===== src/rtl/rtc_adj_pkg.sv =====
package rtc_adj_pkg;
  localparam int DIGIT_W = 4;
  localparam int ADDR_W  = 4;

  typedef struct packed {
    logic [DIGIT_W-1:0] ht;
    logic [DIGIT_W-1:0] hu;
    logic [DIGIT_W-1:0] mt;
    logic [DIGIT_W-1:0] mu;
    logic [DIGIT_W-1:0] st;
    logic [DIGIT_W-1:0] su;
  } rtc_time_t;

  localparam logic [ADDR_W-1:0] A_SU       = 4'h0;
  localparam logic [ADDR_W-1:0] A_ST       = 4'h1;
  localparam logic [ADDR_W-1:0] A_MU       = 4'h2;
  localparam logic [ADDR_W-1:0] A_MT       = 4'h3;
  localparam logic [ADDR_W-1:0] A_HU       = 4'h4;
  localparam logic [ADDR_W-1:0] A_HT       = 4'h5;
  localparam logic [ADDR_W-1:0] A_LOCK_TOP = 4'hC;
  localparam logic [ADDR_W-1:0] A_CTRL     = 4'hD;
endpackage


===== src/rtl/rtc_prescaler.sv =====
module rtc_prescaler #(
  parameter int PRE_DIV = 128,
  parameter int SUB_DIV = 256
) (
  input  logic clk,
  input  logic rst,
  input  logic tick,
  input  logic clr,
  output logic sec_pulse
);
  localparam int PRE_W = (PRE_DIV > 1) ? $clog2(PRE_DIV) : 1;
  localparam int SUB_W = (SUB_DIV > 1) ? $clog2(SUB_DIV) : 1;
  localparam logic [PRE_W-1:0] PRE_LAST = PRE_W'(PRE_DIV - 1);
  localparam logic [SUB_W-1:0] SUB_LAST = SUB_W'(SUB_DIV - 1);

  logic [PRE_W-1:0] pre_q;
  logic [SUB_W-1:0] sub_q;
  logic pre_wrap, sub_wrap;

  assign pre_wrap  = (pre_q == PRE_LAST);
  assign sub_wrap  = (sub_q == SUB_LAST);
  assign sec_pulse = tick && !clr && pre_wrap && sub_wrap;

  always_ff @(posedge clk) begin
    if (rst || clr) begin
      pre_q <= '0;
      sub_q <= '0;
    end else if (tick) begin
      if (pre_wrap) begin
        pre_q <= '0;
        sub_q <= sub_wrap ? '0 : sub_q + 1'b1;
      end else begin
        pre_q <= pre_q + 1'b1;
      end
    end
  end


  clr_empties_chain_chk: assert property (@(posedge clk) disable iff (rst)
    clr |=> (pre_q == '0 && sub_q == '0));


  pre_bound_chk: assert property (@(posedge clk) disable iff (rst)
    pre_q <= PRE_LAST && sub_q <= SUB_LAST);
endmodule


===== src/rtl/rtc_adjust_ctrl.sv =====
module rtc_adjust_ctrl #(
  parameter int BUSY_TICKS = 2500
) (
  input  logic clk,
  input  logic rst,
  input  logic tick,
  input  logic start_req,
  output logic busy,
  output logic round_now
);
  localparam int CW = (BUSY_TICKS > 1) ? $clog2(BUSY_TICKS) : 1;
  localparam logic [CW-1:0] CNT_LAST = CW'(BUSY_TICKS - 1);

  logic [CW-1:0] cnt_q;

  assign round_now = busy && tick && (cnt_q == '0);

  always_ff @(posedge clk) begin
    if (rst) begin
      busy  <= 1'b0;
      cnt_q <= '0;
    end else if (!busy) begin
      cnt_q <= '0;
      if (start_req) busy <= 1'b1;
    end else if (tick) begin
      if (cnt_q == CNT_LAST) begin
        busy  <= 1'b0;
        cnt_q <= '0;
      end else begin
        cnt_q <= cnt_q + 1'b1;
      end
    end
  end


  busy_ends_on_tick_chk: assert property (@(posedge clk) disable iff (rst)
    $fell(busy) |-> $past(tick));


  busy_count_bound_chk: assert property (@(posedge clk) disable iff (rst)
    cnt_q <= CNT_LAST);


  no_restart_chk: assert property (@(posedge clk) disable iff (rst)
    (busy && start_req && !tick) |=> (busy && cnt_q == $past(cnt_q)));
endmodule


===== src/rtl/rtc_time_counter.sv =====
module rtc_time_counter
  import rtc_adj_pkg::*;
(
  input  logic       clk,
  input  logic       rst,
  input  logic       sec_pulse,
  input  logic       round_now,
  input  logic       wr_en,
  input  logic [2:0] wr_sel,
  input  logic [3:0] wr_data,
  output rtc_time_t  time_q
);
  rtc_time_t nxt;

  function automatic rtc_time_t bump_hour(input rtc_time_t t);
    rtc_time_t r = t;
    if (t.ht == 4'd2 && t.hu == 4'd3) begin
      r.ht = 4'd0;
      r.hu = 4'd0;
    end else if (t.hu == 4'd9) begin
      r.hu = 4'd0;
      r.ht = t.ht + 4'd1;
    end else begin
      r.hu = t.hu + 4'd1;
    end
    return r;
  endfunction

  function automatic rtc_time_t bump_minute(input rtc_time_t t);
    rtc_time_t r = t;
    if (t.mu != 4'd9) begin
      r.mu = t.mu + 4'd1;
    end else begin
      r.mu = 4'd0;
      if (t.mt != 4'd5) r.mt = t.mt + 4'd1;
      else begin
        r.mt = 4'd0;
        r = bump_hour(r);
      end
    end
    return r;
  endfunction

  function automatic rtc_time_t bump_second(input rtc_time_t t);
    rtc_time_t r = t;
    if (t.su != 4'd9) begin
      r.su = t.su + 4'd1;
    end else begin
      r.su = 4'd0;
      if (t.st != 4'd5) r.st = t.st + 4'd1;
      else begin
        r.st = 4'd0;
        r = bump_minute(r);
      end
    end
    return r;
  endfunction

  always_comb begin
    nxt = time_q;
    if (round_now) begin
      nxt.su = 4'd0;
      nxt.st = 4'd0;
      if (time_q.st >= 4'd3) nxt = bump_minute(nxt);
    end else if (sec_pulse) begin
      nxt = bump_second(time_q);
    end
    if (wr_en) begin
      case (wr_sel)
        3'd0:    nxt.su = wr_data;
        3'd1:    nxt.st = wr_data;
        3'd2:    nxt.mu = wr_data;
        3'd3:    nxt.mt = wr_data;
        3'd4:    nxt.hu = wr_data;
        3'd5:    nxt.ht = wr_data;
        default: ;
      endcase
    end
  end

  always_ff @(posedge clk) begin
    if (rst) time_q <= '0;
    else     time_q <= nxt;
  end


  round_zero_sec_chk: assert property (@(posedge clk) disable iff (rst)
    (round_now && !wr_en) |=> (time_q.su == 4'd0 && time_q.st == 4'd0));


  round_down_keeps_min_chk: assert property (@(posedge clk) disable iff (rst)
    (round_now && !wr_en && time_q.st < 4'd3) |=>
      (time_q.mu == $past(time_q.mu) && time_q.mt == $past(time_q.mt)));
endmodule


===== src/rtl/rtc_bus_if.sv =====
module rtc_bus_if
  import rtc_adj_pkg::*;
(
  input  logic        clk,
  input  logic        rst,
  input  logic        busy,
  input  rtc_time_t   time_q,
  input  logic [3:0]  addr,
  input  logic        we,
  input  logic        re,
  input  logic [3:0]  wdata,
  output logic [3:0]  rdata,
  output logic        start_req,
  output logic        time_wr_en,
  output logic [2:0]  time_wr_sel
);
  logic locked_addr, blocked, err_q;

  assign locked_addr = (addr <= A_LOCK_TOP);
  assign blocked     = busy && locked_addr;
  assign time_wr_en  = we && !blocked && (addr <= A_HT);
  assign time_wr_sel = addr[2:0];
  assign start_req   = we && (addr == A_CTRL) && wdata[0];

  always_ff @(posedge clk) begin
    if (rst)                                         err_q <= 1'b0;
    else if (re && blocked)                          err_q <= 1'b1;
    else if (we && addr == A_CTRL && !wdata[1])      err_q <= 1'b0;
  end

  always_ff @(posedge clk) begin
    if (rst) begin
      rdata <= '0;
    end else if (re) begin
      if (blocked) rdata <= '0;
      else begin
        case (addr)
          A_SU:    rdata <= time_q.su;
          A_ST:    rdata <= time_q.st;
          A_MU:    rdata <= time_q.mu;
          A_MT:    rdata <= time_q.mt;
          A_HU:    rdata <= time_q.hu;
          A_HT:    rdata <= time_q.ht;
          A_CTRL:  rdata <= {2'b00, err_q, busy};
          default: rdata <= '0;
        endcase
      end
    end
  end


  blocked_read_chk: assert property (@(posedge clk) disable iff (rst)
    (re && blocked) |=> (rdata == 4'd0 && err_q));


  ctrl_visible_chk: assert property (@(posedge clk) disable iff (rst)
    (re && busy && addr == A_CTRL) |=> rdata[0]);
endmodule


===== src/rtl/rtc_round_adjust.sv =====
module rtc_round_adjust
  import rtc_adj_pkg::*;
#(
  parameter int PRE_DIV    = 128,
  parameter int SUB_DIV    = 256,
  parameter int BUSY_TICKS = 2500
) (
  input  logic       clk,
  input  logic       rst,
  input  logic       tick_32k,
  input  logic [3:0] bus_addr,
  input  logic       bus_we,
  input  logic       bus_re,
  input  logic [3:0] bus_wdata,
  output logic [3:0] bus_rdata,
  output logic       adj_active
);
  rtc_time_t  time_q;
  logic       sec_pulse, round_now, busy, start_req, time_wr_en;
  logic [2:0] time_wr_sel;

  rtc_prescaler #(.PRE_DIV(PRE_DIV), .SUB_DIV(SUB_DIV)) u_pre (
    .clk(clk), .rst(rst), .tick(tick_32k), .clr(round_now), .sec_pulse(sec_pulse)
  );

  rtc_adjust_ctrl #(.BUSY_TICKS(BUSY_TICKS)) u_adj (
    .clk(clk), .rst(rst), .tick(tick_32k), .start_req(start_req),
    .busy(busy), .round_now(round_now)
  );

  rtc_time_counter u_time (
    .clk(clk), .rst(rst), .sec_pulse(sec_pulse), .round_now(round_now),
    .wr_en(time_wr_en), .wr_sel(time_wr_sel), .wr_data(bus_wdata), .time_q(time_q)
  );

  rtc_bus_if u_bus (
    .clk(clk), .rst(rst), .busy(busy), .time_q(time_q), .addr(bus_addr),
    .we(bus_we), .re(bus_re), .wdata(bus_wdata), .rdata(bus_rdata),
    .start_req(start_req), .time_wr_en(time_wr_en), .time_wr_sel(time_wr_sel)
  );

  assign adj_active = busy;


  locked_write_ignored_chk: assert property (@(posedge clk) disable iff (rst)
    (busy && bus_we && bus_addr <= A_HT && !round_now && !sec_pulse) |=>
      (time_q == $past(time_q)));


  round_up_chk: assert property (@(posedge clk) disable iff (rst)
    (round_now && time_q.st >= 4'd3 && time_q.mu != 4'd9) |=>
      (time_q.mu == $past(time_q.mu) + 4'd1));
endmodule


===== config.mk =====
export PLATFORM = sky130hd
export DESIGN_NAME = rtc_round_adjust
export DESIGN_NICKNAME = d
export VERILOG_FILES = /design/src/rtl/rtc_adj_pkg.sv /design/src/rtl/rtc_prescaler.sv /design/src/rtl/rtc_adjust_ctrl.sv /design/src/rtl/rtc_time_counter.sv /design/src/rtl/rtc_bus_if.sv /design/src/rtl/rtc_round_adjust.sv
export SDC_FILE = /design/constraint.sdc
export NUM_CORES = 1
export LEC_CHECK = 0
export BUFFER_PORTS_ARGS = -buffer_cell sky130_fd_sc_hd__buf_2
export CAP_MARGIN = 5
export CORE_UTILIZATION = 55
export CTS_CLUSTER_SIZE = 20
export DETAILED_ROUTE_END_ITERATION = 10
export PLACE_DENSITY = 0.82
export SETUP_SLACK_MARGIN = 0.5
export SYNTH_ARGS = -nofsm -noshare
export SYNTH_HDL_FRONTEND = slang
export SYNTH_SLANG_ARGS = --single-unit

===== constraint.sdc =====
create_clock -name clk -period 3.2 [get_ports clk]
set_input_delay 0.16 -clock clk [delete_from_list [all_inputs] [get_ports clk]]
set_output_delay 0.16 -clock clk [all_outputs]
set_load 0.05 [all_outputs]

# Word level (Yosys, flattened, before mapping)
# Index checks and enable logic that the tools add are counted.
# totals
output_inout_bits	5
in_bits	13
ff_bits	57
# op_classes
n_lt_le_gt_ge	3
reduce_logical	23
bitwise	1
eq_ne	21
mux	32
add_sub_neg	9
# ops
op	n
24-bit 2-to-1 mux	4
4-bit 2-to-1 mux	13
4-bit case mux with 7 select lines	1
4-bit by 1-bit adder with 4-bit output (second input constant)	6
12-bit 2-to-1 mux	2
8-bit 2-to-1 mux	3
20-bit 2-to-1 mux	1
4-bit by 2-bit == test with 1-bit output (second input constant)	4
16-bit 2-to-1 mux	1
1-bit logical AND	13
12-bit by 1-bit adder with 12-bit output (second input constant)	1
12-bit == test (second input constant)	1
12-bit logical NOT	1
8-bit by 1-bit adder with 8-bit output (second input constant)	1
4-bit by 3-bit == test with 1-bit output (second input constant)	2
4-bit == test (second input constant)	2
8-bit == test (second input constant)	1
4-bit by 3-bit inequality test with 1-bit output (second input constant)	2
4-bit inequality test (second input constant)	2
7-bit by 1-bit adder with 7-bit output (second input constant)	1
7-bit == test (second input constant)	1
7-bit 2-to-1 mux	1
3-bit by 2-bit == test with 1-bit output (second input constant)	2
3-bit == test (second input constant)	2
14 further kinds	21

# Longest topological paths before layout
# Gate-level depths: netlist of run 1.
# depth
depth_word	11
ltp_mapped	9
ltp_nobuf	8

# Cells and area by module
# Synthesis of run 1 repeated with hierarchy kept, for this count alone.
# unflattened
cells_unflattened	412
area_unflattened_um2	3445.8
# modules_own_cells
mod	n_inst	area_per_inst_um2	seq_area_each_um2	cells_each
rtc_time_counter	1	1592.8	480.5	202
rtc_prescaler	1	733.2	300.3	84
rtc_adjust_ctrl	1	639.4	260.2	74
rtc_bus_if	1	480.5	100.1	52

# Least setup slack after synthesis of run 1
# No wires, ideal clock.
# synth_timing
path_kind	register to register
startpoint	register u_adj.busy
endpoint	register u_time.time_q[19] (netlist name)
path_buffers	2
required_ps	3069
setup_slack_ps	654
setup_ps	131
stages_incl_launch_ff	9
arrival_time_ps	2415
synth_period_minus_slack_ps	2546
cell_sequence	dfxtp_1 > clkbuf_1 > and2_1 > nand4_1 > or4_1 > buf_2 > o21a_1 > a221oi_1 > nor3_1
# synth_between
elab_chain_cells	10
# synth_rtl
element	line	source
from (decl)	rtc_adjust_ctrl.sv:8	output logic busy,
from (signal assigned)	rtc_adjust_ctrl.sv:20	busy <= 1'b0;
from (signal assigned)	rtc_adjust_ctrl.sv:24	if (start_req) busy <= 1'b1;
from (signal assigned)	rtc_adjust_ctrl.sv:27	busy <= 1'b0;
1-bit logical AND (2 in a row)	rtc_adjust_ctrl.sv:16	assign round_now = busy && tick && (cnt_q == '0);
1-bit logical NOT	rtc_prescaler.sv:22	assign sec_pulse = tick && !clr && pre_wrap && sub_wrap;
1-bit logical AND (3 in a row)	rtc_prescaler.sv:22	
24-bit 2-to-1 mux	rtc_time_counter.sv:65	end else if (sec_pulse) begin
24-bit 2-to-1 mux	rtc_time_counter.sv:61	if (round_now) begin
4-bit 2-to-1 mux	rtc_time_counter.sv:69	case (wr_sel)
24-bit 2-to-1 mux *	rtc_time_counter.sv:68	if (wr_en) begin
# Every way passes the cells marked *; elsewhere a longest branch is shown, timed or not.
# A chain may end at the register's enable or synchronous reset.

# Final worst setup path of run 1
# layout_timing
startpoint	register u_pre.pre_q[0]
endpoint	register u_time.time_q[18] (netlist name)
# layout_between
elab_chain_cells	7
# layout_rtl
element	line	source
from (decl)	rtc_prescaler.sv:16	logic [PRE_W-1:0] pre_q;
from (signal assigned)	rtc_prescaler.sv:33	pre_q <= pre_q + 1'b1;
7-bit == test *	rtc_prescaler.sv:20	assign pre_wrap = (pre_q == PRE_LAST);
1-bit logical AND * (2 in a row)	rtc_prescaler.sv:22	
24-bit 2-to-1 mux *	rtc_time_counter.sv:65	
24-bit 2-to-1 mux *	rtc_time_counter.sv:61	
4-bit 2-to-1 mux	rtc_time_counter.sv:69	
24-bit 2-to-1 mux *	rtc_time_counter.sv:68	
# Marked as above.

==> flow_summary.toml, run 1 <==
[outcome]
status = "finished, final reports clean"

[run]
drv_cap = 0

[global_routing]
grt_pass1_wl_um = 13000
grt_pass1_vias = 2785
grt_use_total_pct = 26.77
gr-total-overflow = 0
grt_max_degree = 32
antenna_found_initial = 0

[sta]
worst_pin_slew_ns = 0.8531
relSlewSlack_pct = 42.33
finalCritPeriodShare_pct = 80.73
min_period_ns = 2.583
fmax_mhz = 387.1
rsz0062_at_grt = "false"
hold_viol_final = 0
setup-tns-final_ns = 0
skew_ns = 0.01024
setup_ws_ns = 0.6167
setup_viol = 0
drv_slew = 0

[min_path]
holdCritPathClass = "input pin to flip-flop"
hold-path-cell-count = 3
whs_endpoint = "u_bus.err_q"
hp-start = "bus_re"

[cts]
tritoncts = "yes"
cts_setup_buffers = 0
cts_made_buffers = 9
insertion_delay_ns = 0.36
cts-root-buf = "clkbuf_8"
cts_hold_buffers = 0
clkSlewWorstSetupHoldPaths_ns = 0.08
h-tree-depth = 3
cts.sinks = 57
clk_path_buf_depth = 2

[worst_setup_path]
crit_required_ns = 3.46
rrSetupSlack_ns = 0.62
critPathKind = "flip-flop to flip-flop"
reg2reg_to = "u_time.time_q[18]"
path_max_fanout = 7
ff2ff_path_depth = 7
crit_path_start_kind = "flip-flop"
r2r_start = "u_pre.pre_q[0]"
crit_path_end_kind = "flip-flop"
worstPathArrival_ns = 2.85

[power_and_ir_drop]
powerDensity_mw_per_mm2 = 415.3
ir_worst_vdd_mv = 0.3315
p_leak_nw = 1.309

[floorplan]
start_util_pct = 56.99
rows = 28
ios = 18
die_area_mm2 = 0.006415
core_mm2 = 0.005886
die_x_um = 80.10
chipHeight_um = 80.10

[place]
place_hpwl_um = 5661
dp_cells = 485
portBuffers = 17
gp_congestion = 0.9443
post-place-ws_ns = 0.6065

[synthesis]
yosys.area.top_type = "dfxtp_1"
ys_seq_elements = 57
synth_top_area_share_pct = 34.02
synthArstFlopShare_pct = 0
synth_cells = 406
synthesis.nets = 431
avgSynthCellArea_um2 = 8.262
post_synth_num_cell_types = 58
syn_area_mm2 = 0.003354
ys_warn_count = 0
synth_edf_count = 0
synth_area_leaders = "dfxtp_1 (34%), nor2_1 (7.5%), xor2_1 (5.0%)"
ys.flop_type = "dfxtp_1"
yosysSeqAreaShare_pct = 34.02

[routing]
via_count = 3092
ant_nets = 0
wl_per_cell_um = 15.80
via_per_inst = 6.172
drc = 0
drtIter0Drc = 300
firstDrtPassIters = 7
drt_wl_total_um = 7914

[final_layout]
diodes = 0
nets = 446
drive_gt1_share_pct = 12.68
fin_cells = 501
synthToLayoutAreaGrowth_pct = 9.922
num-fill-cells = 494
fin_util_pct = 62.65
## worst max path at each step
stage,startpoint,to,depth (start not counted)
floorplan,u_adj.busy,u_time.time_q[19],8
global placement,u_pre.pre_q[0],u_time.time_q[18],7
detailed placement,u_pre.pre_q[0],u_time.time_q[18],7
CTS,u_pre.pre_q[0],u_time.time_q[18],7
global route,u_pre.pre_q[0],u_time.time_q[18],7
finish,u_pre.pre_q[0],u_time.time_q[18],7
## synth_stat cells, types with 3 or more instances
cell type and instances:
dfxtp_1 57, a21oi_1 16, mux4_2 4, nor4b_1 3, xnor2_1 10, nor2_1 67
a22oi_1 7, and4_1 3, nand2b_1 8, nand3_1 15, buf_2 3, nor4_1 4
nand4_1 13, o211ai_1 4, nand2_1 33, and2_1 3, nor2b_1 3, a211oi_1 8
o22ai_1 6, nand3b_1 6, ha_1 12, nor3_1 10, or4_1 4, o31ai_1 3
and3_1 4, xor2_1 19, or2_2 4, o21ai_0 12, clkbuf_1 10, inv_1 11
mux2i_1 9
## registers in the layout (all words and copies together) (netlist names)
name,flops
u_adj.cnt_q,12
u_time.time_q,24
u_bus.err_q,1
u_pre.pre_q,7
u_bus.rdata,4
u_pre.sub_q,8
u_adj.busy,1
## power breakdown
group | leakage (nW) | internal [mW] | switching (mW)
Clock | 0.0925 | 0.365 | 0.347
Sequential | 0.460 | 0.717 | 0.0116
Combinational | 0.756 | 0.0333 | 0.0573
Total | 1.31 | 1.12 | 0.416
## cell usage in the layout (no fill, tap or decap), types with 6 or more instances in the layout
| cell | count |
|---|---|
| o22ai_1 | 6 |
| nand3_1 | 15 |
| xnor2_1 | 10 |
| buf_2 | 17 |
| ha_1 | 12 |
| nand2_1 | 33 |
| a211oi_1 | 8 |
| clkbuf_8 | 9 |
| mux2i_1 | 9 |
| dfxtp_1 | 57 |
| xor2_1 | 19 |
| o21ai_0 | 12 |
| inv_1 | 11 |
| a21oi_1 | 16 |
| nand3b_1 | 6 |
| nor3_1 | 10 |
| a22oi_1 | 7 |
| nand4_1 | 13 |
| nor2_1 | 67 |
| nand2b_1 | 8 |
## layer usage
metal / track usage (%) / wire (µm) / up-vias / share of wire [%]
li1: - / - / 1500 / -
met5: 0 / 0 / - / 0
met1: 34.39 / 3432 / 1419 / 43
met4: 12.32 / 253 / 0 / 3.2
met2: 41.71 / 3596 / 143 / 45
met3: 7.159 / 632 / 30 / 8.0
## cell type report
type                            count  area [µm²]  area share (%)
Timing Repair Buffer               19       100.1           2.715
Tap cell                           75       93.84           2.545
Clock inverter                      7       78.83           2.138
Clock buffer                        9       123.9           3.359
Inverter                           11       41.29           1.120
Multi-Input combinational cell    323        2108           57.18
Sequential cell                    57        1141           30.95
## per-stage QoR
| step | cell area, µm² | power [mW] | hold slack [ns] |
|---|---|---|---|
| finish | 3687 | 1.532 | 0.1046 |
| detailed placement | 3481 | 0.8332 | 0.4720 |
| CTS | 3684 | 1.527 | 0.1075 |
| global route | 3687 | 1.572 | 0.1141 |
| global placement | 3481 | 0.8310 | 0.4482 |
| floorplan | 3354 | 0.8037 | 0.2960 |
## worst max-delay path, cell delays in order (launching register included)
cell and delay (ns):
dfxtp_1 0.38, ha_1 0.22, nand4_2 0.15, or4_4 0.63, o21ai_4 0.23, nand3b_4 0.15
or4_1 0.48, a311oi_1 0.24
## timing repair
action / CTS / global route
resized for setup: 0 / 1
endpoints found under the setup margin: 0 / 5
endpoints found under the hold margin: 0 / 0
## logic make-up after synthesis
kind of cell | share of synthesized area [%]
simple gates | 30.29
compound gates | 14.70
flops | 34.02
xor+xnor | 7.572
buf+inv | 3.245
mux | 5.707
fa+ha+maj | 4.476
(Power assumes the default switching activity.)
==> inputs of run 2 (changes only) <==
--- a/config.mk
+++ b/config.mk
@@ -5,12 +5,13 @@
 export SDC_FILE = /design/constraint.sdc
 export NUM_CORES = 1
 export LEC_CHECK = 0
+export ABC_AREA = 1
 export BUFFER_PORTS_ARGS = -buffer_cell sky130_fd_sc_hd__buf_2
 export CAP_MARGIN = 5
 export CORE_UTILIZATION = 55
 export CTS_CLUSTER_SIZE = 20
 export DETAILED_ROUTE_END_ITERATION = 10
-export PLACE_DENSITY = 0.82
+export PLACE_DENSITY = 0.84
 export SETUP_SLACK_MARGIN = 0.5
 export SYNTH_ARGS = -nofsm -noshare
 export SYNTH_HDL_FRONTEND = slang
==> constraint.sdc (replaced) <==
create_clock -name clk -period 2.1 [get_ports clk]
set_input_delay 0.105 -clock clk [delete_from_list [all_inputs] [get_ports clk]]
set_output_delay 0.105 -clock clk [all_outputs]
set_load 0.05 [all_outputs]
==> run 2 against run 1 <==
Synthesized area is 18% higher. Clock power is 56% higher. Via count is 60% higher. Routed wire length is 78% higher. Highest routed layer unchanged.
==> flow_summary.toml, run 2 <==
[sta]
setup-tns-final_ns = 0
relSlewSlack_pct = 65.53
fmax_mhz = 491.9
skew_ns = 0.02187
finalCritPeriodShare_pct = 96.80
min_period_ns = 2.033
rsz0062_at_grt = "true"
setup_viol = 0
hold_viol_final = 0
worst_pin_slew_ns = 0.5140
drv_slew = 0

[cts]
cts.sinks = 57
tritoncts = "yes"
h-tree-depth = 3
clk_path_buf_depth = 2
insertion_delay_ns = 0.37
cts-root-buf = "clkbuf_8"
clkSlewWorstSetupHoldPaths_ns = 0.09
cts_hold_buffers = 0
cts_made_buffers = 9

[power_and_ir_drop]
powerDensity_mw_per_mm2 = 470.6
p_leak_nw = 2.280
ir_worst_vdd_mv = 0.3644

[floorplan]
ios = 18
chipHeight_um = 86.73
rows = 30
core_mm2 = 0.006869
die_area_mm2 = 0.007522
start_util_pct = 57.49
die_x_um = 86.73

[routing]
drc = 0
drt_wl_total_um = 14110
wl_per_cell_um = 17.17
ant_nets = 0
via_per_inst = 6.033
via_count = 4959
firstDrtPassIters = 8
drtIter0Drc = 529

[place]
dp_cells = 758
place_hpwl_um = 7966
gp_congestion = 1.065
portBuffers = 17

[global_routing]
antenna_found_initial = 0
gr-total-overflow = 0
grt_use_total_pct = 34.04
grt_pass1_vias = 4281
grt_pass1_wl_um = 19710
grt_max_degree = 20

[synthesis]
post_synth_num_cell_types = 34
yosys.area.top_type = "dfxtp_1"
ys_warn_count = 0
synth.most_common_cell = "nand2_1"
ys_seq_elements = 57
avgSynthCellArea_um2 = 6.113
syn_area_mm2 = 0.003949
synthArstFlopShare_pct = 0
synth_edf_count = 0
synth_area_leaders = "dfxtp_1 (29%), nand2_1 (15%), nand3_1 (9.6%)"
synth_top_area_share_pct = 28.90
synth_cells = 646
synthesis.nets = 671
ys.flop_type = "dfxtp_1"
yosysSeqAreaShare_pct = 28.90
netlist_top_cells_count = "nand2_1 (157), inv_1 (93), nor2_1 (91)"

[worst_setup_path]
cp_common_cell = "nor2_1"
cp_slowest_cell = "dfxtp_2"
crit_path_start_kind = "flip-flop"
critPathKind = "flip-flop to flip-flop"
max_stage_delay_ns = 0.38
path_max_fanout = 5
worstPathArrival_ns = 2.26
crit_required_ns = 2.33
crit_path_end_kind = "flip-flop"
crit_chain = "ha_4 > nand2_2 > nor2_2 > nand2_2 > nor2_4 > buf_6 > inv_6 > nor2_4 > nand2_1 > o21ai_0 > nor2_1 > nor2_1 > nor2_1"

[final_layout]
top_register = "u_time.time_q"
final_common_cell = "nand2_1"
num-fill-cells = 516
diodes = 0
reg_top3 = "u_time.time_q (24), u_adj.cnt_q (12), u_pre.sub_q (8)"
regArea_mm2 = 0.001156
drive_gt1_share_pct = 24.38
fin_cells = 822
multi_input_area_mm2 = 0.002703
mostFrequentLayoutCells = "nand2_1 (145), inv_1 (87), nor2_1 (77), nand3_1 (63), dfxtp_1 (47)"
synthToLayoutAreaGrowth_pct = 30.04
nets = 746
largest_reg_flops = 24

[run]
drv_cap = 0

[min_path]
holdCritPathClass = "input pin to flip-flop"

[outcome]
status = "finished, final reports clean"
## run 2: changes by cell type in the layout (fill, tap and decap cells not counted), sizes merged, moves of 8 or more
| cell | before | now |
|---|---|---|
| nand3 | 15 | 76 |
| nand2b | 8 | 0 |
| xor2 | 19 | 9 |
| o21ai | 13 | 47 |
| xnor2 | 10 | 1 |
| inv | 13 | 98 |
| nand2 | 33 | 160 |
| mux2i | 9 | 0 |
| a21oi | 16 | 43 |
| buf | 19 | 73 |
| nor2 | 67 | 99 |
## run 2: power breakdown
part	internal (mW)	switching (mW)
clock	0.582	0.528
combinational	0.0638	0.136
sequential	1.09	0.0163
total	1.74	0.680
## run 2: through the flow
stage / worst slack [ns] / power, mW / utilization [%] / hold slack (ns) / cell area [µm²]
CTS: 0.3492 / 2.348 / 69.11 / 0.02545 / 4747
detailed placement: 0.1363 / 1.284 / 60.53 / 0.3892 / 4158
global route: 0.04815 / 2.489 / 74.75 / 0.02675 / 5135
finish: 0.06716 / 2.417 / 74.75 / 0.01684 / 5135
floorplan: 0.4753 / 1.225 / - / 0.1741 / 3950
global placement: 0.2104 / 1.279 / 60.53 / 0.3965 / 4158
## run 2: path summary, 6_finish.rpt
kind / start / end / slack [ns] / cells after the start
worst min-delay path: bus_re / u_bus.err_q / 0.02 / 3
worst max-delay path: u_pre.pre_q[1] / u_time.time_q[1] / 0.07 / 13
worst max register to register: u_pre.pre_q[1] / u_time.time_q[1] / 0.07 / 13
worst min register to register: u_bus.err_q / u_bus.err_q / 0.50 / 2
## run 2: routing by layer
layer | track usage [%] | wire length, µm | part of all wire, % | vias to the layer above
li1 | - | - | - | 2232
met2 | 56.71 | 6493 | 46 | 343
met5 | 0 | 0 | 0 | -
met1 | 40.53 | 5139 | 36 | 2241
met4 | 20.15 | 1156 | 8.2 | 0
met3 | 6.952 | 1321 | 9.4 | 143
## run 2: what timing repair did
item                       in CTS  in global routing
buffers inserted               30                 17
setup endpoints to repair      34                 47
pin swaps                      20                 30
cloned                          1                  0
gates resized for setup        44                 68
## run 2: logic make-up after synthesis
family	share of synthesized area, %
AOI/OAI and AO/OA	14.26
xor gates and xnor gates	2.218
adders and majority gates	3.802
buffers and inverters	10.87
DFF	28.90
and+or+nand+nor	39.96
## run 2: critical path, delay by kind of cell, from the launching register on
kind	cells	cell delay, ns
compound gates	1	0.10
flops	1	0.38
fa+ha+maj	1	0.15
simple gates	9	1.05
buf+inv	2	0.19
## run 2: area by class of cell
class | instances | area share (%)
Multi-Input combinational cell | 483 | 52.63
Sequential cell | 57 | 22.51
Timing Repair Buffer | 73 | 11.21
Inverter | 97 | 7.334
Clock buffer | 10 | 2.680
Tap cell | 96 | 2.339
Clock inverter | 6 | 1.291
